==> src/rtl/extbus_pkg.sv <==
package extbus_pkg;

  localparam int NUM_CS = 6;
  localparam int PH_N   = 8;

  // Phase order is the order in which a bus access walks through them.
  typedef enum logic [2:0] {
    PH_IDLE  = 3'd0,
    PH_RECOV = 3'd1,
    PH_DELTA = 3'd2,
    PH_ADV   = 3'd3,
    PH_GAP   = 3'd4,
    PH_ACC   = 3'd5,
    PH_HOLD  = 3'd6,
    PH_RESP  = 3'd7
  } phase_e;

  // Chip-select windows, indexed by chip-select number.
  localparam logic [31:0] WIN_FIRST [NUM_CS] = '{
    32'h1A80_0000, 32'h1B00_0000, 32'h1B80_0000,
    32'h1D00_0000, 32'h1C80_0000, 32'h1C00_0000
  };
  localparam logic [31:0] WIN_LAST [NUM_CS] = '{
    32'h1AFF_FFFF, 32'h1B7F_FFFF, 32'h1BFF_FFFF,
    32'h24FF_FFFF, 32'h1CFF_FFFF, 32'h1C7F_FFFF
  };

endpackage

==> src/rtl/extbus_decode.sv <==
module extbus_decode
  import extbus_pkg::*;
#(
  parameter int ADDR_W = 32,
  parameter int IDX_W  = 3
) (
  input  logic [ADDR_W-1:0] addr,
  output logic              hit,
  output logic [IDX_W-1:0]  idx
);

  logic [NUM_CS-1:0] win_hit;

  for (genvar g = 0; g < NUM_CS; g++) begin : g_win
    assign win_hit[g] = (addr >= WIN_FIRST[g]) && (addr <= WIN_LAST[g]);
  end

  always_comb begin
    hit = |win_hit;
    idx = '0;
    for (int i = 0; i < NUM_CS; i++) begin
      if (win_hit[i]) idx = IDX_W'(i);
    end
  end

endmodule

==> src/rtl/extbus_timing.sv <==
module extbus_timing
  import extbus_pkg::*;
#(
  parameter int IDX_W   = 3,
  parameter int WAIT_W  = 4,
  parameter int DELTA_W = 8,
  parameter int SPACE_W = 2,
  parameter int PAGE_W  = 22,
  parameter int CNT_W   = 8
) (
  input  logic [NUM_CS*WAIT_W-1:0]  cfg_rd_wait,
  input  logic [NUM_CS*WAIT_W-1:0]  cfg_wr_wait,
  input  logic [NUM_CS*WAIT_W-1:0]  cfg_recov,
  input  logic [NUM_CS*WAIT_W-1:0]  cfg_wr_hold,
  input  logic [NUM_CS*DELTA_W-1:0] cfg_rd_delta,
  input  logic [NUM_CS*DELTA_W-1:0] cfg_wr_delta,
  input  logic [NUM_CS-1:0]         cfg_fast,
  input  logic [NUM_CS*SPACE_W-1:0] cfg_adv_oe,
  input  logic [NUM_CS*WAIT_W-1:0]  cfg_rd_hold,
  input  logic [NUM_CS-1:0]         cfg_addr_hold,
  input  logic [IDX_W-1:0]          sel_idx,
  input  logic                      sel_wr,
  input  logic [PAGE_W-1:0]         sel_page,
  input  logic                      hist_valid,
  input  logic                      hist_read,
  input  logic [IDX_W-1:0]          hist_idx,
  input  logic [PAGE_W-1:0]         hist_page,
  output logic [PH_N-1:0]           ph_en,
  output logic [PH_N-1:0][CNT_W-1:0] ph_lenm1
);

  logic [WAIT_W-1:0]  rd_wait, wr_wait, recov, wr_hold, rd_hold;
  logic [DELTA_W-1:0] rd_delta, wr_delta, delta;
  logic [SPACE_W-1:0] adv_oe;
  logic               fast, addr_hold;
  logic               need_recov, new_page;
  logic [CNT_W-1:0]   gap_base, gap;

  always_comb begin
    rd_wait   = cfg_rd_wait [int'(sel_idx)*WAIT_W  +: WAIT_W];
    wr_wait   = cfg_wr_wait [int'(sel_idx)*WAIT_W  +: WAIT_W];
    recov     = cfg_recov   [int'(sel_idx)*WAIT_W  +: WAIT_W];
    wr_hold   = cfg_wr_hold [int'(sel_idx)*WAIT_W  +: WAIT_W];
    rd_hold   = cfg_rd_hold [int'(sel_idx)*WAIT_W  +: WAIT_W];
    rd_delta  = cfg_rd_delta[int'(sel_idx)*DELTA_W +: DELTA_W];
    wr_delta  = cfg_wr_delta[int'(sel_idx)*DELTA_W +: DELTA_W];
    adv_oe    = cfg_adv_oe  [int'(sel_idx)*SPACE_W +: SPACE_W];
    fast      = cfg_fast[sel_idx];
    addr_hold = cfg_addr_hold[sel_idx];
  end

  always_comb begin
    need_recov = hist_valid && hist_read && ((hist_idx != sel_idx) || sel_wr);
    new_page   = !hist_valid || (hist_idx != sel_idx) || (hist_page != sel_page);
    delta      = sel_wr ? wr_delta : rd_delta;

    if (sel_wr || (CNT_W'(adv_oe) >= CNT_W'(rd_hold))) gap_base = CNT_W'(adv_oe);
    else                                               gap_base = CNT_W'(rd_hold);
    gap = gap_base + CNT_W'(addr_hold);

    ph_en    = '0;
    ph_lenm1 = '0;

    ph_en[PH_RECOV]    = need_recov;
    ph_lenm1[PH_RECOV] = (recov == '0) ? '0 : CNT_W'(recov) - CNT_W'(1);

    ph_en[PH_DELTA]    = new_page && (delta != '0);
    ph_lenm1[PH_DELTA] = CNT_W'(delta) - CNT_W'(1);

    ph_en[PH_ADV]      = fast;

    ph_en[PH_GAP]      = fast && (gap != '0);
    ph_lenm1[PH_GAP]   = gap - CNT_W'(1);

    ph_en[PH_ACC]      = 1'b1;
    ph_lenm1[PH_ACC]   = CNT_W'(sel_wr ? wr_wait : rd_wait);

    ph_en[PH_HOLD]     = sel_wr;
    ph_lenm1[PH_HOLD]  = CNT_W'(wr_hold);

    ph_en[PH_RESP]     = 1'b1;
  end

endmodule

==> src/rtl/extbus_seq.sv <==
module extbus_seq
  import extbus_pkg::*;
#(
  parameter int ADDR_W = 32,
  parameter int DATA_W = 16,
  parameter int IDX_W  = 3,
  parameter int BUS_AW = 9,
  parameter int PAGE_W = 22,
  parameter int CNT_W  = 8
) (
  input  logic                       clk,
  input  logic                       rst_n,
  input  logic                       req_valid,
  input  logic                       req_write,
  input  logic [ADDR_W-2:0]          req_waddr,
  input  logic [DATA_W-1:0]          req_wdata,
  input  logic                       dec_hit,
  input  logic [IDX_W-1:0]           dec_idx,
  input  logic [PH_N-1:0]            ph_en,
  input  logic [PH_N-1:0][CNT_W-1:0] ph_lenm1,
  input  logic [DATA_W-1:0]          bus_din,
  output phase_e                     phase,
  output logic [IDX_W-1:0]           cur_idx,
  output logic                       cur_wr,
  output logic [ADDR_W-2:0]          cur_waddr,
  output logic [DATA_W-1:0]          cur_wdata,
  output logic                       rsp_err,
  output logic [DATA_W-1:0]          rsp_rdata,
  output logic                       hist_valid,
  output logic                       hist_read,
  output logic [IDX_W-1:0]           hist_idx,
  output logic [PAGE_W-1:0]          hist_page
);

  logic [CNT_W-1:0] cnt;
  phase_e           nxt;

  // First enabled phase after the current one; the response phase is always enabled.
  always_comb begin
    nxt = PH_RESP;
    for (int q = PH_N - 1; q >= 0; q--) begin
      if ((q > int'(phase)) && ph_en[q]) nxt = phase_e'(q);
    end
  end

  always_ff @(posedge clk or negedge rst_n) begin
    if (!rst_n) begin
      phase      <= PH_IDLE;
      cnt        <= '0;
      cur_idx    <= '0;
      cur_wr     <= 1'b0;
      cur_waddr  <= '0;
      cur_wdata  <= '0;
      rsp_err    <= 1'b0;
      rsp_rdata  <= '0;
      hist_valid <= 1'b0;
      hist_read  <= 1'b0;
      hist_idx   <= '0;
      hist_page  <= '0;
    end else begin
      case (phase)
        PH_IDLE: begin
          if (req_valid) begin
            cur_idx   <= dec_idx;
            cur_wr    <= req_write;
            cur_waddr <= req_waddr;
            cur_wdata <= req_wdata;
            if (!dec_hit) begin
              rsp_err <= 1'b1;
              phase   <= PH_RESP;
            end else begin
              rsp_err <= 1'b0;
              phase   <= nxt;
              cnt     <= ph_lenm1[nxt];
            end
          end
        end
        PH_RESP: begin
          phase <= PH_IDLE;
          if (!rsp_err) begin
            hist_valid <= 1'b1;
            hist_read  <= !cur_wr;
            hist_idx   <= cur_idx;
            hist_page  <= cur_waddr[ADDR_W-2:BUS_AW];
          end
        end
        default: begin
          if ((phase == PH_ACC) && !cur_wr && (cnt == '0)) rsp_rdata <= bus_din;
          if (cnt == '0) begin
            phase <= nxt;
            cnt   <= ph_lenm1[nxt];
          end else begin
            cnt <= cnt - CNT_W'(1);
          end
        end
      endcase
    end
  end

endmodule

==> src/rtl/extbus_ctrl.sv <==
module extbus_ctrl
  import extbus_pkg::*;
#(
  parameter int ADDR_W  = 32,
  parameter int DATA_W  = 16,
  parameter int BUS_AW  = 9,
  parameter int WAIT_W  = 4,
  parameter int DELTA_W = 8,
  parameter int SPACE_W = 2
) (
  input  logic                      clk,
  input  logic                      rst_n,
  input  logic                      req_valid,
  output logic                      req_ready,
  input  logic                      req_write,
  input  logic [ADDR_W-1:0]         req_addr,
  input  logic [DATA_W-1:0]         req_wdata,
  output logic                      rsp_valid,
  output logic                      rsp_err,
  output logic [DATA_W-1:0]         rsp_rdata,
  input  logic [NUM_CS*WAIT_W-1:0]  cfg_rd_wait,
  input  logic [NUM_CS*WAIT_W-1:0]  cfg_wr_wait,
  input  logic [NUM_CS*WAIT_W-1:0]  cfg_recov,
  input  logic [NUM_CS*WAIT_W-1:0]  cfg_wr_hold,
  input  logic [NUM_CS*DELTA_W-1:0] cfg_rd_delta,
  input  logic [NUM_CS*DELTA_W-1:0] cfg_wr_delta,
  input  logic [NUM_CS-1:0]         cfg_fast,
  input  logic [NUM_CS*SPACE_W-1:0] cfg_adv_oe,
  input  logic [NUM_CS*WAIT_W-1:0]  cfg_rd_hold,
  input  logic [NUM_CS-1:0]         cfg_addr_hold,
  output logic [NUM_CS-1:0]         bus_cs_n,
  output logic [BUS_AW-1:0]         bus_addr,
  output logic                      bus_oe_n,
  output logic                      bus_we_n,
  output logic                      bus_adv_n,
  output logic [DATA_W-1:0]         bus_dout,
  output logic                      bus_doe,
  input  logic [DATA_W-1:0]         bus_din
);

  localparam int IDX_W  = $clog2(NUM_CS);
  localparam int PAGE_W = ADDR_W - BUS_AW - 1;
  localparam int CNT_W  = (DELTA_W > WAIT_W + 1) ? DELTA_W : WAIT_W + 1;

  logic                       dec_hit;
  logic [IDX_W-1:0]           dec_idx;
  phase_e                     phase;
  logic [IDX_W-1:0]           cur_idx;
  logic                       cur_wr;
  logic [ADDR_W-2:0]          cur_waddr;
  logic [DATA_W-1:0]          cur_wdata;
  logic                       hist_valid, hist_read;
  logic [IDX_W-1:0]           hist_idx;
  logic [PAGE_W-1:0]          hist_page;
  logic [PH_N-1:0]            ph_en;
  logic [PH_N-1:0][CNT_W-1:0] ph_lenm1;
  logic                       idle;
  logic [IDX_W-1:0]           sel_idx;
  logic                       sel_wr;
  logic [PAGE_W-1:0]          sel_page;
  logic                       cs_active;

  extbus_decode #(.ADDR_W(ADDR_W), .IDX_W(IDX_W)) u_decode (
    .addr (req_addr),
    .hit  (dec_hit),
    .idx  (dec_idx)
  );

  // While idle the timing is computed for the incoming request, later for the latched one.
  assign idle     = (phase == PH_IDLE);
  assign sel_idx  = idle ? dec_idx   : cur_idx;
  assign sel_wr   = idle ? req_write : cur_wr;
  assign sel_page = idle ? req_addr[ADDR_W-1:BUS_AW+1] : cur_waddr[ADDR_W-2:BUS_AW];

  extbus_timing #(
    .IDX_W(IDX_W), .WAIT_W(WAIT_W), .DELTA_W(DELTA_W),
    .SPACE_W(SPACE_W), .PAGE_W(PAGE_W), .CNT_W(CNT_W)
  ) u_timing (
    .cfg_rd_wait   (cfg_rd_wait),
    .cfg_wr_wait   (cfg_wr_wait),
    .cfg_recov     (cfg_recov),
    .cfg_wr_hold   (cfg_wr_hold),
    .cfg_rd_delta  (cfg_rd_delta),
    .cfg_wr_delta  (cfg_wr_delta),
    .cfg_fast      (cfg_fast),
    .cfg_adv_oe    (cfg_adv_oe),
    .cfg_rd_hold   (cfg_rd_hold),
    .cfg_addr_hold (cfg_addr_hold),
    .sel_idx       (sel_idx),
    .sel_wr        (sel_wr),
    .sel_page      (sel_page),
    .hist_valid    (hist_valid),
    .hist_read     (hist_read),
    .hist_idx      (hist_idx),
    .hist_page     (hist_page),
    .ph_en         (ph_en),
    .ph_lenm1      (ph_lenm1)
  );

  extbus_seq #(
    .ADDR_W(ADDR_W), .DATA_W(DATA_W), .IDX_W(IDX_W),
    .BUS_AW(BUS_AW), .PAGE_W(PAGE_W), .CNT_W(CNT_W)
  ) u_seq (
    .clk        (clk),
    .rst_n      (rst_n),
    .req_valid  (req_valid),
    .req_write  (req_write),
    .req_waddr  (req_addr[ADDR_W-1:1]),
    .req_wdata  (req_wdata),
    .dec_hit    (dec_hit),
    .dec_idx    (dec_idx),
    .ph_en      (ph_en),
    .ph_lenm1   (ph_lenm1),
    .bus_din    (bus_din),
    .phase      (phase),
    .cur_idx    (cur_idx),
    .cur_wr     (cur_wr),
    .cur_waddr  (cur_waddr),
    .cur_wdata  (cur_wdata),
    .rsp_err    (rsp_err),
    .rsp_rdata  (rsp_rdata),
    .hist_valid (hist_valid),
    .hist_read  (hist_read),
    .hist_idx   (hist_idx),
    .hist_page  (hist_page)
  );

  always_comb begin
    cs_active = (phase == PH_DELTA) || (phase == PH_ADV) || (phase == PH_GAP) ||
                (phase == PH_ACC)   || (phase == PH_HOLD);
    bus_cs_n  = cs_active ? ~(NUM_CS'(1) << cur_idx) : '1;
    bus_addr  = cur_waddr[BUS_AW-1:0];
    bus_adv_n = !(phase == PH_ADV);
    bus_oe_n  = !((phase == PH_ACC) && !cur_wr);
    bus_we_n  = !((phase == PH_ACC) && cur_wr);
    bus_doe   = cur_wr && ((phase == PH_ACC) || (phase == PH_HOLD));
    bus_dout  = cur_wdata;
    req_ready = idle;
    rsp_valid = (phase == PH_RESP);
  end

endmodule

==> config.mk <==
export PLATFORM = sky130hd
export DESIGN_NAME = extbus_ctrl
export DESIGN_NICKNAME = d
export VERILOG_FILES = /design/src/rtl/extbus_pkg.sv /design/src/rtl/extbus_decode.sv /design/src/rtl/extbus_timing.sv /design/src/rtl/extbus_seq.sv /design/src/rtl/extbus_ctrl.sv
export SDC_FILE = /design/constraint.sdc
export NUM_CORES = 1
export LEC_CHECK = 0
export BUFFER_PORTS_ARGS = -buffer_cell sky130_fd_sc_hd__buf_4
export CORE_MARGIN = 2
export CORE_UTILIZATION = 42
export DETAILED_ROUTE_END_ITERATION = 10
export PLACE_DENSITY = 0.72
export SETUP_SLACK_MARGIN = 0.15
export SYNTH_ARGS = -nofsm -noshare
export SYNTH_HDL_FRONTEND = slang
export SYNTH_SLANG_ARGS = --single-unit
==> constraint.sdc <==
create_clock -name clk -period 18.85 [get_ports clk]
set_clock_uncertainty 0.2 [all_clocks]
set_input_delay 4.7125 -clock clk [delete_from_list [all_inputs] [get_ports clk]]
set_output_delay 4.7125 -clock clk [all_outputs]
set_load 0.005 [all_outputs]
==> results.py, run 1 <==
metrics = {
    "power": {
        "power.density_mw_per_mm2": 149,
        "p_seq_share_pct": 23.6,
        "intPower_uw": 911,
        "total_power_uw": 1710,
        "peakVddDrop_mv": 0.0862,
        "clkPwrFrac_pct": 11.3,
        "switching_power_uw": 800,
        "combPwrFrac_pct": 65.2,
        "switching_share_pct": 46.8,
        "p_leak_uw": 0.00569,
    },
    "synthesis": {
        "synth-seq-area-share_pct": 31.5,
        "synthArstFlopShare_pct": 100,
        "yosys_warnings": 0,
        "syn_inst": 1101,
        "ys_ff_latch": 106,
        "syn_avg_cell_area_um2": 7.64,
        "synth.net_count": 1418,
        "synth_area_mm2": 0.00841,
        "netlist-cell-type-count": 86,
        "synth_ff_type": "dfrtp_1",
        "synth-edff-count": 0,
    },
    "min_path": {
        "hold_class": "flip-flop to flip-flop",
        "min_to": "u_seq.cur_waddr[3]",
        "hold_start": "u_seq.cur_waddr[3]",
        "hold_depth": 2,
    },
    "grt": {
        "grt_pass1_wl_um": 46100,
        "globalRouteOverflowTotal": 0,
        "grt_pass1_vias": 8881,
        "grt_max_degree": 75,
        "antenna_found_initial": 1,
        "grt_usage_pct": 26.5,
    },
    "critical_path": {
        "crit_fanout": 61,
        "crit_top_cell": "ha_1",
        "critical-path-top-delay-family": "compound AO/OA/AOI/OAI gates",
        "r2r_cells": 25,
        "reg2reg_to": "u_seq.cnt[0]",
        "cp-start-kind": "input pin",
        "rr_startpoint": "u_seq.phase[1]",
        "cp-startpoint": "req_addr[24]",
        "critPathArrivalTime_ps": 10320,
        "crit_buf_inv": 4,
        "cp_slowest_cell": "buf_4",
        "worstSetupPathType": "input pin to flip-flop",
        "crit_required_ps": 18870,
        "rrSetupSlack_ps": 11950,
        "crit_path_end_kind": "flip-flop",
        "slowest_delay_ps": 560,
    },
    "detailed_routing": {
        "drtIter0Drc": 475,
        "vias_per_cell": 5.42,
        "vias": 9065,
        "ant_nets": 0,
        "drc": 0,
        "wl_per_cell_um": 17.4,
        "wl_um": 29100,
        "drtPass1Iterations": 5,
    },
    "layout": {
        "multi_input_area_mm2": 0.00532,
        "regArea_mm2": 0.00265,
        "area_delta_synth_final_pct": 36.4,
        "nets": 1717,
        "drive_gt1_share_pct": 32.1,
        "nFillCells": 1861,
    },
    "timing": {
        "setup-tns-final_ps": 0,
        "maxSlewViolCount": 0,
        "grt_setup_unrepaired": "no",
        "slew_headroom_pct": 26.6,
        "fin_crit_sh_pct": 54.7,
        "worstMarginPinSlew_ps": 1100,
        "fmax_mhz": 97.0,
        "hold_violations": 0,
        "setup_viol": 0,
        "finalCriticalPeriod_ps": 10300,
    },
    "clock_network": {
        "cts_resized": 0,
        "clk_path_buf_depth": 2,
        "post_cts.repair.setup_buffers": 0,
        "postCtsHoldBufs": 0,
        "cts_buffers": 9,
        "cts_sinks": 106,
        "clk_latency_ps": 330,
        "htreeDepth": 3,
        "cts-root-buf": "clkbuf_16",
        "cts_tree": "done",
        "path_clk_slew_ps": 70,
    },
    "die": {
        "boundaryPins": 362,
        "fp.dieW_um": 146,
        "num_rows": 51,
        "dieArea_mm2": 0.0212,
        "initial_core_util_pct": 43.0,
        "die_h_um": 146,
        "core_mm2": 0.0196,
    },
    "placed_design": {
        "dpl.hpwl_um": 22000,
        "gp_congestion": 0.953,
        "portBuffers": 360,
    },
    "flow_run": {
        "drv_cap": 0,
    },
    "outcome": {
        "status": "finished, final reports clean",
    },
}
==> metal layers <==
| layer | share of wire [%] | GRT usage [%] | vias up | wire length [µm] |
|---|---|---|---|---|
| met3 | 6.9 | 5.20 | 56 | 2000 |
| met4 | 3.6 | 10.2 | 0 | 1040 |
| met2 | 50 | 46.7 | 318 | 14500 |
| met5 | 0 | 0 | - | 0 |
| li1 | - | - | 4456 | - |
| met1 | 40 | 32.0 | 4235 | 11600 |
==> flip-flops by register name (all words and copies together), names as in the netlist, 3 cells and up <==
signal	count
u_seq.cur_waddr	31
u_seq.hist_page	22
u_seq.cur_wdata	16
u_seq.rsp_rdata	16
u_seq.cnt	8
u_seq.cur_idx	3
u_seq.hist_idx	3
u_seq.phase	3
==> cells in the final DEF, fill, tap and decap left out, drive strengths merged, types with 16 or more instances in the layout <==
cell	n
nand3	73
buf	370
a31oi	21
nor2	38
xnor2	21
nand2	341
mux2	44
o21ai	36
a211oi	19
nor3	16
mux2i	48
dfrtp	106
a21oi	50
inv	23
==> synth_stat cells, types with 15 or more instances <==
cell,count,area (µm²)
dfrtp_1,106,2650
clkbuf_1,43,161
o21ai_0,31,155
mux2_2,39,439
mux2i_1,48,480
xnor2_1,21,184
a21oi_1,48,240
a31oi_1,20,125
nand3_1,73,365
nand2_1,340,1280
inv_1,22,82.6
a211oi_1,18,135
buf_2,15,75.1
nor3_1,16,80.1
nor2_1,37,139
==> logic make-up after synthesis <==
group | count (synthesis) | synth area share [%]
adder cells (fa/ha/maj) | 9 | 1.34
AND/OR/NAND/NOR | 547 | 29.2
multiplexers | 92 | 11.6
XOR/XNOR | 30 | 3.12
buffers and inverters | 105 | 5.71
flip-flops | 106 | 31.5
AO/OA/AOI/OAI | 212 | 17.5
==> stage by stage <==
stage | setup slack (ps) | instances | cell area, µm² | hold slack, ps | util [%]
floorplan | 8510 | 1101 | 8410 | 247 | -
global placement | 8330 | 1654 | 11200 | 260 | 57.0
detailed placement | 8310 | 1654 | 11200 | 263 | 57.0
CTS | 8620 | 1669 | 11500 | 281 | 58.5
global route | 8030 | 1670 | 11500 | 303 | 58.6
finish | 8550 | 1671 | 11500 | 274 | 58.6
==> worst register-to-register path: cells and delay by family, from the launching register on <==
| kind | cells | cell delay (ps) |
|---|---|---|
| buf+inv | 4 | 1060 |
| flops | 1 | 620 |
| simple gates | 6 | 1340 |
| fa+ha+maj | 4 | 930 |
| compound gates | 11 | 2610 |
==> worst max path at each step <==
stage,to,slack [ps],cells past startpoint
after floorplan,u_seq.cnt[1],8510,30
after global placement,u_seq.cnt[0],8330,26
after detailed placement,u_seq.cnt[0],8310,26
after CTS,u_seq.cnt[0],8620,26
after global routing,u_seq.cnt[0],8030,26
final,u_seq.cnt[0],8550,26
==> power by group through the flow <==
stage / Sequential [µW] / Combinational (µW) / Clock, µW
2_1_floorplan: 382 / 807 / 0
3_3_place_gp: 402 / 1090 / 0
3_5_place_dp: 405 / 1110 / 0
4_1_cts: 402 / 1110 / 199
5_1_grt: 418 / 1230 / 208
6_report: 403 / 1120 / 193
==> area by class of cell <==
cell class                      instances  area share (%)
Multi-Input combinational cell        890            46.4
Timing Repair Buffer                  370            24.2
Sequential cell                       106            23.1
Tap cell                              265            2.89
Clock buffer                           12            2.06
Inverter                               23           0.752
Clock inverter                          3           0.567
Antenna cell                            2          0.0436
Note: power is estimated with default switching activity, not from simulation.
==> run 2, diff against run 1 <==
- ABC_AREA: not set -> 1
- clock period: 18.85 -> 9.8 ns (I/O delays scaled with it)
==> results.py, run 2 <==
metrics = {
    "layout": {
        "drive_gt1_share_pct": 29.5,
        "mostFrequentLayoutCell": "nand2_1",
        "nets": 1880,
        "final_cell_mix": "nand2_1, buf_4, o21ai_0",
        "top_regs": "u_seq.cur_waddr x31, u_seq.hist_page x22",
        "design_area_mm2": 0.0113,
        "area_delta_synth_final_pct": 35.6,
        "instances_no_fill": 1833,
        "largest_reg_flops": 31,
        "top_register": "u_seq.cur_waddr",
        "antenna_cells": 0,
    },
    "min_path": {
        "hold_start": "u_seq.cur_wdata[9]",
        "hold_class": "flip-flop to flip-flop",
    },
    "detailed_routing": {
        "drc": 0,
        "wl_um": 27800,
        "vias": 9312,
        "wl_per_cell_um": 15.2,
        "vias_per_cell": 5.08,
        "ant_nets": 0,
        "drtIter0Drc": 491,
        "drtPass1Iterations": 7,
    },
    "clock_network": {
        "cts_resized": 0,
        "cts-root-buf": "clkbuf_16",
        "clk_path_buf_depth": 2,
        "cts_sinks": 106,
        "clk_latency_ps": 340,
        "cts_buffers": 9,
        "postCtsHoldBufs": 0,
        "path_clk_slew_ps": 70,
        "htreeDepth": 3,
        "cts_tree": "done",
        "post_cts.repair.setup_buffers": 0,
    },
    "timing": {
        "fmax_mhz": 133,
        "maxSlewViolCount": 0,
        "worstMarginPinSlew_ps": 1190,
        "grt_setup_unrepaired": "no",
        "setup-tns-final_ps": 0,
        "finalCriticalPeriod_ps": 7500,
        "fin_crit_sh_pct": 76.5,
        "setup_viol": 0,
        "slew_headroom_pct": 20.7,
        "holdWs_ps": 278,
        "hold_violations": 0,
    },
    "critical_path": {
        "crit_path_end_kind": "flip-flop",
        "rrSetupSlack_ps": 3350,
        "crit_required_ps": 9830,
        "cp_slowest_cell": "o21ai_0",
        "cp-start-kind": "input pin",
        "rr_startpoint": "u_seq.phase[2]",
        "cp-startpoint": "req_addr[29]",
        "critPathArrivalTime_ps": 7530,
        "worstSetupPathType": "input pin to flip-flop",
        "crit_top_cell": "nand2_1",
        "crit_fanout": 29,
        "slowest_delay_ps": 460,
    },
    "grt": {
        "grt_usage_pct": 26.0,
        "antenna_found_initial": 0,
        "grt_pass1_vias": 8858,
        "globalRouteOverflowTotal": 0,
        "grt_max_degree": 83,
        "grt_pass1_wl_um": 45100,
    },
    "placed_design": {
        "place_inst": 1817,
        "portBuffers": 360,
        "placed_area_mm2": 0.0110,
        "gp_congestion": 0.940,
        "dpl.hpwl_um": 20800,
    },
    "power": {
        "p_seq_share_pct": 19.3,
        "peakVddDrop_mv": 0.155,
        "intPower_uw": 1780,
        "switching_share_pct": 52.6,
        "power.density_mw_per_mm2": 331,
        "clkPwrFrac_pct": 10.0,
        "p_leak_uw": 0.00586,
        "switching_power_uw": 1970,
        "combPwrFrac_pct": 70.8,
    },
    "synthesis": {
        "synth.net_count": 1578,
        "synth.area.top_cells": "dfrtp_1, nand2_1, o21ai_0, nand3_1, nor2_1",
        "yosys_warnings": 0,
        "synth-seq-area-share_pct": 31.8,
        "synthArstFlopShare_pct": 100,
        "synth_top_area_cell": "dfrtp_1",
        "post-synth-top-count-cell": "nand2_1",
        "synth_area_mm2": 0.00835,
        "synth_ff_type": "dfrtp_1",
        "synth_common_cells": "nand2_1, o21ai_0, nand3_1",
        "synth-edff-count": 0,
        "syn_avg_cell_area_um2": 6.62,
        "ys_ff_latch": 106,
        "syn_inst": 1261,
        "synth_top_area_share_pct": 31.8,
        "netlist-cell-type-count": 56,
    },
    "die": {
        "initial_core_util_pct": 42.9,
        "num_rows": 51,
        "boundaryPins": 362,
        "fp.dieW_um": 145,
        "die_h_um": 145,
        "dieArea_mm2": 0.0210,
        "core_mm2": 0.0195,
    },
    "outcome": {
        "status": "finished, final reports clean",
    },
    "flow_run": {
        "drv_cap": 0,
    },
}
## run 2: cell types whose count changed after synthesis, sizes merged, moves of 10 or more
cell / change
inv: +77
and3: -12
mux2i: -48
xnor2: -13
a211oi: -15
clkbuf: -12
nand2b: -12
and2: -10
nand2: +124
mux2: -28
nor2: +64
nand3: +46
o21ai: +105
a21oi: -26
## run 2: routing by layer
layer  track usage, %  share of wire [%]  routed length (µm)
met1             31.6                 41               11300
met2             44.7                 49               13600
met3             5.97                7.0                1950
met4             9.80                3.5                 968
met5                0                  0                   0
## run 2: worst paths after layout
path | end | cells past startpoint
setup / recovery | u_seq.cnt[1] | 41
hold / removal | u_seq.cur_wdata[9] | 2
setup reg to reg | u_seq.cnt[1] | 38
hold reg to reg | u_seq.cur_wdata[9] | 2
max in group asynchronous | u_seq.cnt[1] | 2
min in group asynchronous | u_seq.cur_waddr[19] | 1
## run 2: metrics by stage
step / setup WS [ps] / power, µW / util, %
6_report: 2300 / 3750 / 58.2
5_1_grt: 1690 / 4160 / 58.2
4_1_cts: 2330 / 3760 / 58.2
3_5_place_dp: 1980 / 3370 / 56.6
3_3_place_gp: 2040 / 3320 / 56.6
2_1_floorplan: 2440 / 2740 / -
## run 2: layout make-up
cell class              count  area (µm²)
flip-flops and latches    106        2650
multi-input cells         978        4890
well taps                 265         332
repair buffers            367        2760
fillers                  1904        8140
clock inverters             7        86.3
inverters                 101         384
clock buffers               9         225
## run 2: critical path, delay by kind of cell
family                     cells  cell delay (ps)
buffers and inverters         10             1190
AOI/OAI and AO/OA              7             1080
adders and majority gates      4              970
and+or+nand+nor               20             1800
## run 2: logic make-up (layout without fill, tap and decap cells)
| logic type | Yosys count | count (layout) | share of synthesized area [%] |
|---|---|---|---|
| fa+ha+maj | 9 | 9 | 1.35 |
| simple gates | 715 | 715 | 37.4 |
| mux | 16 | 16 | 2.16 |
| xor+xnor | 21 | 21 | 2.20 |
| flops | 106 | 106 | 31.8 |
| buf+inv | 177 | 484 | 9.89 |
| compound gates | 217 | 217 | 15.2 |
## run 2: power by group through the flow
stage	Combinational, µW	Sequential (µW)	Clock [µW]
global placement	2600	720	0
global route	3020	744	402
floorplan	2030	709	0
detailed placement	2640	726	0
CTS	2660	722	385
finish	2650	722	374
==> run 3, diff against run 2 <==
- clock period: 9.8 -> 7.4 ns (I/O delays scaled with it)
==> results.py, run 3 (synthesis results as in run 2) <==
metrics = {
    "detailed_routing": {
        "wl_um": 28100,
        "drc": 0,
        "vias": 9386,
        "drtPass1Iterations": 5,
        "vias_per_cell": 5.10,
        "wl_met2_um": 13700,
        "drtIter0Drc": 473,
        "dr.max_layer_used": "met4",
        "wl_met1_um": 11200,
        "ant_nets": 0,
        "wl_per_cell_um": 15.3,
        "met3_length_um": 2020,
    },
    "clock_network": {
        "cts_tree": "done",
        "cts_buffers": 9,
        "htreeDepth": 3,
        "cts_sinks": 106,
        "clk_path_buf_depth": 2,
        "cts-root-buf": "clkbuf_16",
        "path_clk_slew_ps": 80,
        "cts_resized": 0,
        "postCtsHoldBufs": 0,
        "post_cts.repair.setup_buffers": 0,
        "clk_latency_ps": 350,
    },
    "outcome": {
        "status": "finished, final reports clean",
    },
    "layout": {
        "largest_reg_flops": 31,
        "design_area_mm2": 0.0114,
        "final_cell_mix": "nand2_1, buf_4, o21ai_0",
        "nets": 1888,
        "drive_gt1_share_pct": 29.8,
        "antenna_cells": 0,
        "instances_no_fill": 1841,
        "regArea_mm2": 0.00265,
        "top_register": "u_seq.cur_waddr",
        "area_delta_synth_final_pct": 36.0,
        "mostFrequentLayoutCell": "nand2_1",
        "nFillCells": 1903,
        "multi_input_area_mm2": 0.00489,
        "top_regs": "u_seq.cur_waddr x31, u_seq.hist_page x22",
    },
    "timing": {
        "holdWs_ps": 275,
        "setup-tns-final_ps": 0,
        "layout_setup_ws_ps": 879,
        "fmax_mhz": 153,
        "grt_setup_unrepaired": "no",
        "worstMarginPinSlew_ps": 951,
        "slew_headroom_pct": 36.4,
        "fin_crit_sh_pct": 88.1,
        "hold_violations": 0,
        "finalCriticalPeriod_ps": 6520,
        "setup_viol": 0,
        "maxSlewViolCount": 0,
    },
    "placed_design": {
        "dpl.hpwl_um": 21700,
        "portBuffers": 360,
        "gp_congestion": 0.939,
        "dp_slack_ps": 552,
        "placed_area_mm2": 0.0111,
        "place_inst": 1825,
    },
    "grt": {
        "grt_pass1_vias": 9000,
        "grt_max_degree": 76,
        "grt_pass1_wl_um": 45600,
        "globalRouteOverflowTotal": 0,
        "grt_usage_pct": 26.2,
        "antenna_found_initial": 0,
    },
    "min_path": {
        "hold_class": "flip-flop to flip-flop",
        "hold_start": "u_seq.cur_waddr[8]",
    },
    "die": {
        "boundaryPins": 362,
        "dieArea_mm2": 0.0210,
        "num_rows": 51,
        "initial_core_util_pct": 42.9,
        "fp.dieW_um": 145,
        "core_mm2": 0.0195,
        "die_h_um": 145,
    },
    "critical_path": {
        "cp-start-kind": "input pin",
        "crit_required_ps": 7440,
        "crit_path_end_kind": "flip-flop",
        "cp_slowest_cell": "o21ai_0",
        "rrSetupSlack_ps": 1370,
        "cp-startpoint": "req_addr[31]",
        "rr_startpoint": "u_seq.phase[2]",
        "critPathArrivalTime_ps": 6560,
        "crit_top_cell": "nand2_1",
        "crit_fanout": 19,
        "worstSetupPathType": "input pin to flip-flop",
        "slowest_delay_ps": 450,
    },
    "power": {
        "p_leak_uw": 0.00589,
        "peakVddDrop_mv": 0.246,
        "power.density_mw_per_mm2": 436,
    },
    "flow_run": {
        "drv_cap": 0,
    },
}
## run 3: changes by cell type in the layout (fill, tap and decap cells not counted)
cell | before | now
inv_8 | 0 | 1
clkinvlp_4 | 0 | 1
clkinv_4 | 1 | 0
inv_6 | 3 | 4
clkinv_8 | 1 | 0
buf_4 | 367 | 375
bufinv_16 | 1 | 0
## run 3: cell type report
type / count / area share [%]
Inverter: 101 / 3.38
Tap cell: 265 / 2.92
Clock inverter: 7 / 0.518
Timing Repair Buffer: 375 / 24.8
Clock buffer: 9 / 1.98
Multi-Input combinational cell: 978 / 43.1
Sequential cell: 106 / 23.4
## run 3: metrics by stage
step                utilization [%]  power (µW)
floorplan                         -        3620
global placement               56.9        4440
detailed placement             56.9        4480
CTS                            58.4        4970
global route                   58.4        5490
finish                         58.4        4950
## run 3: critical path: cells and delay by family
kind                       cells  cell delay [ps]
and+or+nand+nor               22             2200
buffers and inverters          8              610
AOI/OAI and AO/OA              6              930
adders and majority gates      4              950
## run 3: path summary, 6_finish.rpt
path                                             to  cells past startpoint
worst max-delay path                   u_seq.cnt[1]                     40
worst min-delay path             u_seq.cur_waddr[8]                      2
worst max register to register         u_seq.cnt[1]                     37
worst min register to register   u_seq.cur_waddr[8]                      2
max in group asynchronous       u_seq.cur_waddr[18]                      2
min in group asynchronous        u_seq.cur_waddr[0]                      1
## run 3: where the power goes
| part | internal, µW | leakage [µW] | switching, µW | total [µW] |
|---|---|---|---|---|
| clock network | 235 | 0.000139 | 226 | 461 |
| logic | 1290 | 0.00443 | 2250 | 3540 |
| registers | 818 | 0.00131 | 134 | 952 |
## run 3: metal layers
layer,track usage (%),up-vias
met1,31.1,4252
met5,0,-
met2,45.9,350
met3,5.85,66
met4,10.5,0
li1,-,4718
